<file path="config.mk">
export PLATFORM = sky130hd
export DESIGN_NAME = i2c_cmd_target
export DESIGN_NICKNAME = d
export VERILOG_FILES = /design/src/rtl/i2c_cmd_pkg.sv /design/src/rtl/i2c_in_filter.sv /design/src/rtl/i2c_bus_events.sv /design/src/rtl/i2c_wr_fsm.sv /design/src/rtl/i2c_cmd_store.sv /design/src/rtl/i2c_cmd_target.sv
export SDC_FILE = /design/constraint.sdc
export NUM_CORES = 1
export LEC_CHECK = 0
export BUFFER_PORTS_ARGS = -buffer_cell sky130_fd_sc_hd__buf_4
export CAP_MARGIN = 15
export CELL_PAD_IN_SITES_DETAIL_PLACEMENT = 1
export CELL_PAD_IN_SITES_GLOBAL_PLACEMENT = 2
export CORE_MARGIN = 2
export CORE_UTILIZATION = 42
export CTS_CLUSTER_DIAMETER = 100
export DETAILED_ROUTE_END_ITERATION = 10
export PLACE_DENSITY = 0.76
export SYNTH_ARGS = -nofsm -noshare
export SYNTH_HDL_FRONTEND = slang
export SYNTH_HIERARCHICAL = 1
export SYNTH_SLANG_ARGS = --single-unit
export TNS_END_PERCENT = 5
</file>
<file path="constraint.sdc">
create_clock -name clk_i -period 2.3 [get_ports clk_i]
set_input_delay 0.23 -clock clk_i [delete_from_list [all_inputs] [get_ports clk_i]]
set_output_delay 0.23 -clock clk_i [all_outputs]
set_load 0.02 [all_outputs]
</file>
<file path="src/rtl/i2c_cmd_pkg.sv">
package i2c_cmd_pkg;
  typedef enum logic [2:0] {
    ST_IDLE,
    ST_ADDR,
    ST_ADDR_ACK,
    ST_DATA,
    ST_DATA_ACK,
    ST_SKIP
  } tgt_state_e;
endpackage

</file>
<file path="src/rtl/i2c_in_filter.sv">
module i2c_in_filter #(
  parameter int FILT_CYC = 8
) (
  input  logic clk_i,
  input  logic rst_ni,
  input  logic raw_i,
  output logic line_o
);
  localparam int CW = $clog2(FILT_CYC + 1);

  logic [1:0]    sync_q;
  logic          line_q;
  logic [CW-1:0] cnt_q;

  always_ff @(posedge clk_i or negedge rst_ni) begin
    if (!rst_ni) begin
      sync_q <= 2'b11;
      line_q <= 1'b1;
      cnt_q  <= '0;
    end else begin
      sync_q <= {sync_q[0], raw_i};
      if (sync_q[1] == line_q) begin
        cnt_q <= '0;
      end else if (cnt_q == CW'(FILT_CYC - 1)) begin
        line_q <= sync_q[1];
        cnt_q  <= '0;
      end else begin
        cnt_q <= cnt_q + 1'b1;
      end
    end
  end

  assign line_o = line_q;

  // filtered level only moves to a level already seen at the synchroniser
  a_r9_filter_follows_sync: assert property (@(posedge clk_i) disable iff (!rst_ni)
    !$stable(line_q) |-> $past(sync_q[1]) == line_q);
endmodule

</file>
<file path="src/rtl/i2c_bus_events.sv">
module i2c_bus_events (
  input  logic clk_i,
  input  logic rst_ni,
  input  logic scl_i,
  input  logic sda_i,
  output logic start_o,
  output logic stop_o,
  output logic scl_rise_o,
  output logic scl_fall_o
);
  logic scl_q, sda_q;

  always_ff @(posedge clk_i or negedge rst_ni) begin
    if (!rst_ni) begin
      scl_q <= 1'b1;
      sda_q <= 1'b1;
    end else begin
      scl_q <= scl_i;
      sda_q <= sda_i;
    end
  end

  assign start_o    = scl_q & scl_i & sda_q & ~sda_i;
  assign stop_o     = scl_q & scl_i & ~sda_q & sda_i;
  assign scl_rise_o = ~scl_q & scl_i;
  assign scl_fall_o = scl_q & ~scl_i;
endmodule

</file>
<file path="src/rtl/i2c_wr_fsm.sv">
module i2c_wr_fsm
  import i2c_cmd_pkg::*;
#(
  parameter logic [6:0] DEV_ADDR  = 7'h1B,
  parameter int         NUM_BYTES = 3
) (
  input  logic                         clk_i,
  input  logic                         rst_ni,
  input  logic                         scl_i,
  input  logic                         sda_i,
  input  logic                         start_i,
  input  logic                         stop_i,
  input  logic                         scl_rise_i,
  input  logic                         scl_fall_i,
  output logic                         sda_oe_o,
  output logic                         addr_hit_o,
  output logic                         wr_en_o,
  output logic [$clog2(NUM_BYTES)-1:0] wr_idx_o,
  output logic [7:0]                   wr_data_o
);
  localparam int IW = $clog2(NUM_BYTES);

  tgt_state_e state_q;
  logic [7:0]    sr_q;
  logic [3:0]    bit_q;
  logic [IW-1:0] idx_q;
  logic          oe_q, hit_q, wr_q;

  always_ff @(posedge clk_i or negedge rst_ni) begin
    if (!rst_ni) begin
      state_q <= ST_IDLE;
      sr_q    <= '0;
      bit_q   <= '0;
      idx_q   <= '0;
      oe_q    <= 1'b0;
      hit_q   <= 1'b0;
      wr_q    <= 1'b0;
    end else begin
      hit_q <= 1'b0;
      wr_q  <= 1'b0;
      if (start_i) begin
        state_q <= ST_ADDR;
        bit_q   <= '0;
        oe_q    <= 1'b0;
      end else if (stop_i) begin
        state_q <= ST_IDLE;
        oe_q    <= 1'b0;
      end else begin
        unique case (state_q)
          ST_ADDR, ST_DATA: begin
            if (scl_rise_i && bit_q != 4'd8) begin
              sr_q  <= {sr_q[6:0], sda_i};
              bit_q <= bit_q + 1'b1;
            end else if (scl_fall_i && bit_q == 4'd8) begin
              bit_q <= '0;
              if (state_q == ST_DATA) begin
                oe_q    <= 1'b1;
                wr_q    <= 1'b1;
                state_q <= ST_DATA_ACK;
              end else if (sr_q == {DEV_ADDR, 1'b0}) begin
                oe_q    <= 1'b1;
                hit_q   <= 1'b1;
                state_q <= ST_ADDR_ACK;
              end else begin
                state_q <= ST_SKIP;
              end
            end
          end
          ST_ADDR_ACK: begin
            if (scl_fall_i) begin
              oe_q    <= 1'b0;
              idx_q   <= '0;
              state_q <= ST_DATA;
            end
          end
          ST_DATA_ACK: begin
            if (scl_fall_i) begin
              oe_q <= 1'b0;
              if (idx_q == IW'(NUM_BYTES - 1)) begin
                state_q <= ST_SKIP;
              end else begin
                idx_q   <= idx_q + 1'b1;
                state_q <= ST_DATA;
              end
            end
          end
          default: ;
        endcase
      end
    end
  end

  assign sda_oe_o   = oe_q;
  assign addr_hit_o = hit_q;
  assign wr_en_o    = wr_q;
  assign wr_idx_o   = idx_q;
  assign wr_data_o  = sr_q;

  // acknowledge pull-down is only switched on with SCL low
  a_r3_ack_rises_scl_low: assert property (@(posedge clk_i) disable iff (!rst_ni)
    $rose(oe_q) |-> !scl_i);
  // pull-down is held while SCL is high
  a_r3_ack_held_scl_high: assert property (@(posedge clk_i) disable iff (!rst_ni)
    ($past(oe_q) && scl_i && !stop_i && !start_i) |-> oe_q);
endmodule

</file>
<file path="src/rtl/i2c_cmd_store.sv">
module i2c_cmd_store #(
  parameter int NUM_BYTES = 3
) (
  input  logic                         clk_i,
  input  logic                         rst_ni,
  input  logic                         stop_i,
  input  logic                         addr_hit_i,
  input  logic                         wr_en_i,
  input  logic [$clog2(NUM_BYTES)-1:0] wr_idx_i,
  input  logic [7:0]                   wr_data_i,
  output logic [8*NUM_BYTES-1:0]       cmd_o
);
  localparam int IW = $clog2(NUM_BYTES);
  localparam int CW = 8 * NUM_BYTES;

  logic [7:0]    hold_q [NUM_BYTES];
  logic [CW-1:0] hold_flat;
  logic [CW-1:0] cmd_q;
  logic          pending_q;

  for (genvar g = 0; g < NUM_BYTES; g++) begin : g_hold
    always_ff @(posedge clk_i or negedge rst_ni) begin
      if (!rst_ni)                            hold_q[g] <= '0;
      else if (wr_en_i && wr_idx_i == IW'(g)) hold_q[g] <= wr_data_i;
    end
    assign hold_flat[CW-1-8*g -: 8] = hold_q[g];
  end

  always_ff @(posedge clk_i or negedge rst_ni) begin
    if (!rst_ni) begin
      pending_q <= 1'b0;
      cmd_q     <= '0;
    end else begin
      if (stop_i && pending_q) begin
        cmd_q     <= hold_flat;
        pending_q <= 1'b0;
      end else if (addr_hit_i) begin
        pending_q <= 1'b0;
      end else if (wr_en_i && wr_idx_i == IW'(NUM_BYTES - 1)) begin
        pending_q <= 1'b1;
      end
    end
  end

  assign cmd_o = cmd_q;

  // command word moves only right after a STOP
  a_r5_cmd_only_on_stop: assert property (@(posedge clk_i) disable iff (!rst_ni)
    !$stable(cmd_q) |-> $past(stop_i));
  // STOP without a complete set leaves the word alone
  a_r6_no_commit_without_set: assert property (@(posedge clk_i) disable iff (!rst_ni)
    (stop_i && !pending_q) |=> $stable(cmd_q));
endmodule

</file>
<file path="src/rtl/i2c_cmd_target.sv">
module i2c_cmd_target #(
  parameter int         FILT_CYC  = 8,
  parameter logic [6:0] DEV_ADDR  = 7'h1B,
  parameter int         NUM_BYTES = 3,
  parameter int         FORCE_BIT = 3
) (
  input  logic                   clk_i,
  input  logic                   rst_ni,
  input  logic                   scl_i,
  input  logic                   sda_i,
  output logic                   sda_oe_o,
  output logic [8*NUM_BYTES-1:0] cmd_o,
  output logic                   force_o
);
  localparam int IW = $clog2(NUM_BYTES);
  localparam int CW = 8 * NUM_BYTES;

  logic [1:0] raw, filt;
  logic start, stop, scl_rise, scl_fall;
  logic addr_hit, wr_en;
  logic [IW-1:0] wr_idx;
  logic [7:0] wr_data;

  assign raw = {scl_i, sda_i};

  for (genvar g = 0; g < 2; g++) begin : g_filt
    i2c_in_filter #(.FILT_CYC(FILT_CYC)) i_filt (
      .clk_i (clk_i),
      .rst_ni(rst_ni),
      .raw_i (raw[g]),
      .line_o(filt[g])
    );
  end

  i2c_bus_events i_events (
    .clk_i     (clk_i),
    .rst_ni    (rst_ni),
    .scl_i     (filt[1]),
    .sda_i     (filt[0]),
    .start_o   (start),
    .stop_o    (stop),
    .scl_rise_o(scl_rise),
    .scl_fall_o(scl_fall)
  );

  i2c_wr_fsm #(.DEV_ADDR(DEV_ADDR), .NUM_BYTES(NUM_BYTES)) i_fsm (
    .clk_i     (clk_i),
    .rst_ni    (rst_ni),
    .scl_i     (filt[1]),
    .sda_i     (filt[0]),
    .start_i   (start),
    .stop_i    (stop),
    .scl_rise_i(scl_rise),
    .scl_fall_i(scl_fall),
    .sda_oe_o  (sda_oe_o),
    .addr_hit_o(addr_hit),
    .wr_en_o   (wr_en),
    .wr_idx_o  (wr_idx),
    .wr_data_o (wr_data)
  );

  i2c_cmd_store #(.NUM_BYTES(NUM_BYTES)) i_store (
    .clk_i     (clk_i),
    .rst_ni    (rst_ni),
    .stop_i    (stop),
    .addr_hit_i(addr_hit),
    .wr_en_i   (wr_en),
    .wr_idx_i  (wr_idx),
    .wr_data_i (wr_data),
    .cmd_o     (cmd_o)
  );

  assign force_o = cmd_o[CW-8+FORCE_BIT];
endmodule

</file>
== Yosys cells after proc, flatten, opt, wreduce, memory -nomap -nowiden ==
Index checks and enable logic that the tools add are counted.
Cells by class
  equality and inequality tests: 23
  multiplexer cells: 47
  reduce and logical (&&, ||, !) cells: 22
  $mul: 0
  $lt $le $gt $ge: 0
  shifts and indexed selects: 0
  div/mod/pow operators: 0
  $add $sub $neg: 4
  bitwise gates (word level): 15
Operators with widths (number)
  4-bit 2-to-1 mux: 9
  3-bit 2-to-1 mux: 9
  1-bit 2-to-1 mux: 23
  4-bit by 1-bit adder with 4-bit output, second input constant: 3
  4-bit by 2-bit != test with 1-bit output, second input constant: 3
  5-bit AND reduction: 2
  3-bit one-hot mux with 3 select lines: 1
  4-bit by 3-bit equality test with 1-bit output, second input constant: 2
  8-bit by 6-bit equality test with 1-bit output, second input constant: 1
  1-bit NOT: 8
  1-bit bitwise AND: 7
  3-bit by 2-bit equality test with 1-bit output, second input constant: 2
  1-bit logical AND: 6
  2-bit 2-to-1 mux: 3
  6-bit AND reduction: 1
  3-bit nonzero test: 2
  5-bit by 2-bit != test with 1-bit output, second input constant: 1
  5-bit nonzero test: 1
  4-bit equality test, second input constant: 1
  2-bit by 1-bit != test with 1-bit output, second input constant: 2
  2-bit != test, second input constant: 2
  4-bit by 1-bit != test with 1-bit output, second input constant: 1
  4-bit by 3-bit != test with 1-bit output, second input constant: 1
  4-bit != test, second input constant: 1
  other kinds (15): 19
Storage, ports and cells
  register bits: 85
  bits of input ports: 4
  bits in read-only memories: 0
  bits in latches: 0
  word-level logic and storage cells: 131
  memories: 0
  RAM bits: 0
  output and inout port bits: 26

== Logic depth before layout (Yosys ltp) ==
  depth in word-level cells: 8
  depth in mapped cells: 7
  mapped depth without buffers: 6

== Cells and area by module ==
The synthesis kept the hierarchy.
Modules (own cells, without submodules)
  i2c_cmd_store: cells each 105, seq. area each 1226.2 um^2, instances 1, area each 1838.0 um^2
  i2c_wr_fsm: cells each 96, seq. area each 500.5 um^2, instances 1, area each 1079.8 um^2
  i2c_in_filter: cells each 19, seq. area each 178.9 um^2, instances 2, area each 289.0 um^2
  i2c_bus_events: cells each 6, seq. area each 52.6 um^2, instances 1, area each 87.6 um^2
  i2c_cmd_target: cells each 1, seq. area each 0.0 um^2, instances 1, area each 7.5 um^2

== Worst setup path before layout ==
OpenSTA, ideal clock, no wires.
  path kind: reg2reg
  start: register i_events.sda_q
  end: register i_fsm.sr_q[2] (netlist: i_fsm/wr_data_o[2])
  data arrival time: 1.729 ns
  stages on the path, launching flop included: 7
  required time: 2.175 ns
  path slack: 0.446 ns
  buffers on the path: 1
  period minus slack after synthesis: 1.854 ns
  library setup time: 0.125 ns
  cells stage by stage: dfstp_2 -> and4b_1 -> nor3b_4 -> nand2b_1 -> or2_1 -> buf_6 -> mux2_4
Between the ends
  word-level cells in the longest chain between the ends: 5
  elaborated cells between the ends (all ways): 8
  those cells by class: bitwise (7); reduce/logical (1)
RTL lines
  start, declared: line i2c_bus_events.sv:11  | logic scl_q, sda_q;
  start signal, assigned: line i2c_bus_events.sv:19  | sda_q <= sda_i;
  1-bit NOT: line i2c_bus_events.sv:24  | assign stop_o = scl_q & scl_i & ~sda_q & sda_i;
  1-bit bitwise AND (2 in a row): line i2c_bus_events.sv:24
  via stop: line i2c_cmd_target.sv:19  | logic start, stop, scl_rise, scl_fall;
  1-bit NOT (no line)
  4-bit AND reduction (no line)
  end signal, assigned: line i2c_wr_fsm.sv:52  | sr_q <= {sr_q[6:0], sda_i};
  end, declared: line i2c_wr_fsm.sv:24  | logic [7:0] sr_q;
The timed path passes the listed nets, and every way through them passes these cells.
A chain may end at the register's enable or synchronous reset.

== Worst setup path after layout ==
  start: register i_events.sda_q
  end: register i_fsm.sr_q[0] (netlist: i_fsm/wr_data_o[0])
The elaborated chain is that of the path after synthesis.

==> impl_metrics.yaml <==
finish:
  regArea_um2: 2140
  nets: 297
  fin_util_pct: 50.3
  multiInputGateArea_um2: 1380
  syn_to_final_growth_pct: 15.8
  fillers: 851
  final_layout_size_suffix_gt1_share_pct: 45.4
  diodes: 0
yosys:
  avgSynthCellArea_um2: 14.6
  yosys.cell_count.top_type: "dfrtp_1"
  ys_ff_latch: 85
  syn_nets: 255
  synth_area_leaders: "dfrtp_1 (54%), mux2_2 (17%), dfstp_2 (5.9%)"
  yosysWarnings: 6
  postSynthCellCount: 246
  netlist_area_um2: 3590
  yosysTopAreaCellShare_pct: 53.7
  netlist_top_cells_count: "dfrtp_1 (77), mux2_2 (53), dfstp_2 (8), inv_1 (8)"
  ys.flop_type: "dfrtp_1"
  async_flop_share_pct: 100
  synth_cell_types: 46
  synth-seq-area-share_pct: 59.5
  synth-edff-count: 0
  synth_top_cell_by_area: "dfrtp_1"
clock_network:
  clk_path_buf_depth: 2
  numCtsBuffers: 9
  cts_resized: 0
  insertion_delay_ns: 0.35
  path_clk_slew_ns: 0.09
  cts_root_buf: "clkbuf_8"
  htree_levels: 3
  clkSinkCount: 85
  cts_tree: "yes"
routing:
  drtAntennaViolNets: 0
  wl_per_cell_um: 16.9
  vias: 2059
  dr.pass1.iters: 4
  drc: 0
  routed_via_density: 5.17
  totalWireLength_um: 6710
  first_iter_violations: 115
timing:
  finalSetupViolations: 0
  tns_ns: 0
  period_share_pct: 86.8
  rsz0062_at_grt: "no"
  relSlewSlack_pct: 59.9
  hold_viol_final: 0
  setup_slack_ns: 0.305
  drv_slew: 0
  fmax_mhz: 501
  finClkSkew_ns: 0.0151
  finalCriticalPeriod_ns: 2.00
  tightest_slew_ns: 0.602
worst_setup_path:
  end_kind: "register"
  reg2reg_depth: 5
  crit_fanout: 8
  required_ns: 2.53
  cp.arrival_ns: 2.22
  path_class: "reg2reg"
  cp_cell_sequence: "and4b_1 -> nor3b_4 -> nand2b_1 -> nor2_2 -> mux2_2"
  worstSetupStartpointType: "register"
  cpPeakStageDelay_ns: 0.54
  crit_slowest_cell: "dfstp_2"
floorplanning:
  dieWidth_um: 96.5
  io_pins: 30
  die_y_um: 96.5
  die_area_um2: 9310
  core-area_um2: 8260
  rows: 33
  initial_core_util_pct: 43.5
worst_hold_path:
  hold_path_depth: 0
  hold_class: "reg2reg"
place:
  hpwl_um: 4650
  port-buffer-count: 29
  dp_worst_setup_slack_ns: 0.298
  gp_congestion: 0.731
power_and_ir_drop:
  peakVddDrop_mv: 0.445
  p_leak_nw: 2.02
  total_power_mw: 2.96
  p_per_area_nw_per_um2: 711
global_route:
  grt_antenna_before_repair: 0
  grt_pass1_wl_um: 11300
  grt.overflow.total: 0
  grt_start_max_net_pins: 48
  grtUsageTotal_pct: 16.2
  first_global_vias: 2228
outcome:
  outcome: "complete, no violations"
run:
  maxCapViolations: 0
## critical path, delay by kind of cell (launching register included)
| family | cells | cell delay (ns) |
|---|---|---|
| flip-flops | 1 | 0.54 |
| multiplexers | 1 | 0.37 |
| AND/OR/NAND/NOR | 4 | 0.97 |
## placed cells by master (no fill, tap or decap), types with 2 or more instances in the layout
cell type,netlist,layout
a211oi_2,2,2
a21boi_0,2,2
a21oi_1,2,2
a22o_1,4,4
and4_2,2,2
and4b_1,2,2
buf_4,2,34
clkbuf_8,0,10
clkinv_4,0,2
dfrtp_1,77,77
dfstp_2,8,8
dlygate4sd3_1,0,3
ha_1,5,5
inv_1,8,8
inv_6,0,2
mux2_2,53,53
mux2_4,6,6
nand2_1,5,5
nand2b_1,6,6
nand3b_1,3,3
nand3b_2,2,2
nand4b_1,5,5
nor2_1,6,6
nor2b_1,5,5
nor3b_2,2,2
nor3b_4,2,2
nor4_1,2,2
o21ai_0,4,4
o31ai_1,2,2
or2_2,2,2
xnor2_1,6,6
## stage by stage
step	hold WS (ns)	instances	cell area [um2]
5_1_grt	0.362	398	4160
3_3_place_gp	0.284	379	3940
2_1_floorplan	-0.0656	246	3590
3_5_place_dp	0.286	379	3940
6_report	0.358	398	4160
4_1_cts	0.360	398	4160
## path summary, 6_finish.rpt
kind | startpoint | endpoint | slack (ns)
min reg2reg | g_filt[0].i_filt/sync_q[0]$_DFF_PN1_ | g_filt[0].i_filt/sync_q[1]$_DFF_PN1_ | 0.36
max reg2reg | i_events/sda_q$_DFF_PN1_ | i_fsm/wr_data_o[0]$_DFFE_PN0P_ | 0.30
max in group asynchronous | rst_ni | g_filt[0].i_filt/line_o$_DFFE_PN1P_ | 1.18
min | g_filt[0].i_filt/sync_q[0]$_DFF_PN1_ | g_filt[0].i_filt/sync_q[1]$_DFF_PN1_ | 0.36
min in group asynchronous | rst_ni | i_store/cmd_o[11]$_DFFE_PN0P_ | 0.43
max | i_events/sda_q$_DFF_PN1_ | i_fsm/wr_data_o[0]$_DFFE_PN0P_ | 0.30
## state kept, by name, indices dropped and copies added (netlist names)
register	count
i_store/cmd_o	24
i_store/hold_flat	24
g_filt.i_filt/cnt_q	8
i_fsm/wr_data_o	8
g_filt.i_filt/sync_q	4
i_fsm/bit_q	4
i_fsm/state_q	3
g_filt.i_filt/line_o	2
i_fsm/wr_idx_o	2
i_events/scl_q	1
i_events/sda_q	1
i_fsm/addr_hit_o	1
i_fsm/sda_oe_o	1
i_fsm/wr_en_o	1
i_store/pending_q	1
## final cells by class
type	instances	area share [%]
flip-flops and latches	85	51.4
multi-input cells	147	33.3
repair buffers	37	6.86
clock buffers	10	3.31
well taps	105	3.16
clock inverters	6	1.29
inverters	8	0.722
## routing by layer
metal	global-route usage [%]	vias to the layer above	share of wire [%]
met5	0	-	0
met3	3.03	6	2.2
met4	6.34	0	1.1
met2	26.0	24	48
li1	-	966	-
met1	21.9	1063	48
## logic make-up (layout without fill, tap and decap cells)
kind of cell / count (synthesis) / after routing / synth area share [%]
simple gates: 55 / 55 / 11.4
xor+xnor: 7 / 7 / 1.71
buf+inv: 14 / 61 / 1.99
compound gates: 21 / 21 / 4.53
flops: 85 / 85 / 59.5
fa+ha+maj: 5 / 5 / 1.74
mux: 59 / 59 / 19.1
## power breakdown
part,internal [mW],switching (mW)
Sequential,1.59,0.0845
Clock,0.441,0.562
Combinational,0.137,0.137
## timing repair
item / CTS / global route
hold buffers: 3 / 0
hold endpoints to repair: 44 / 0
buffers inserted: 0 / 0
Power figures use the tool's default switching activity.
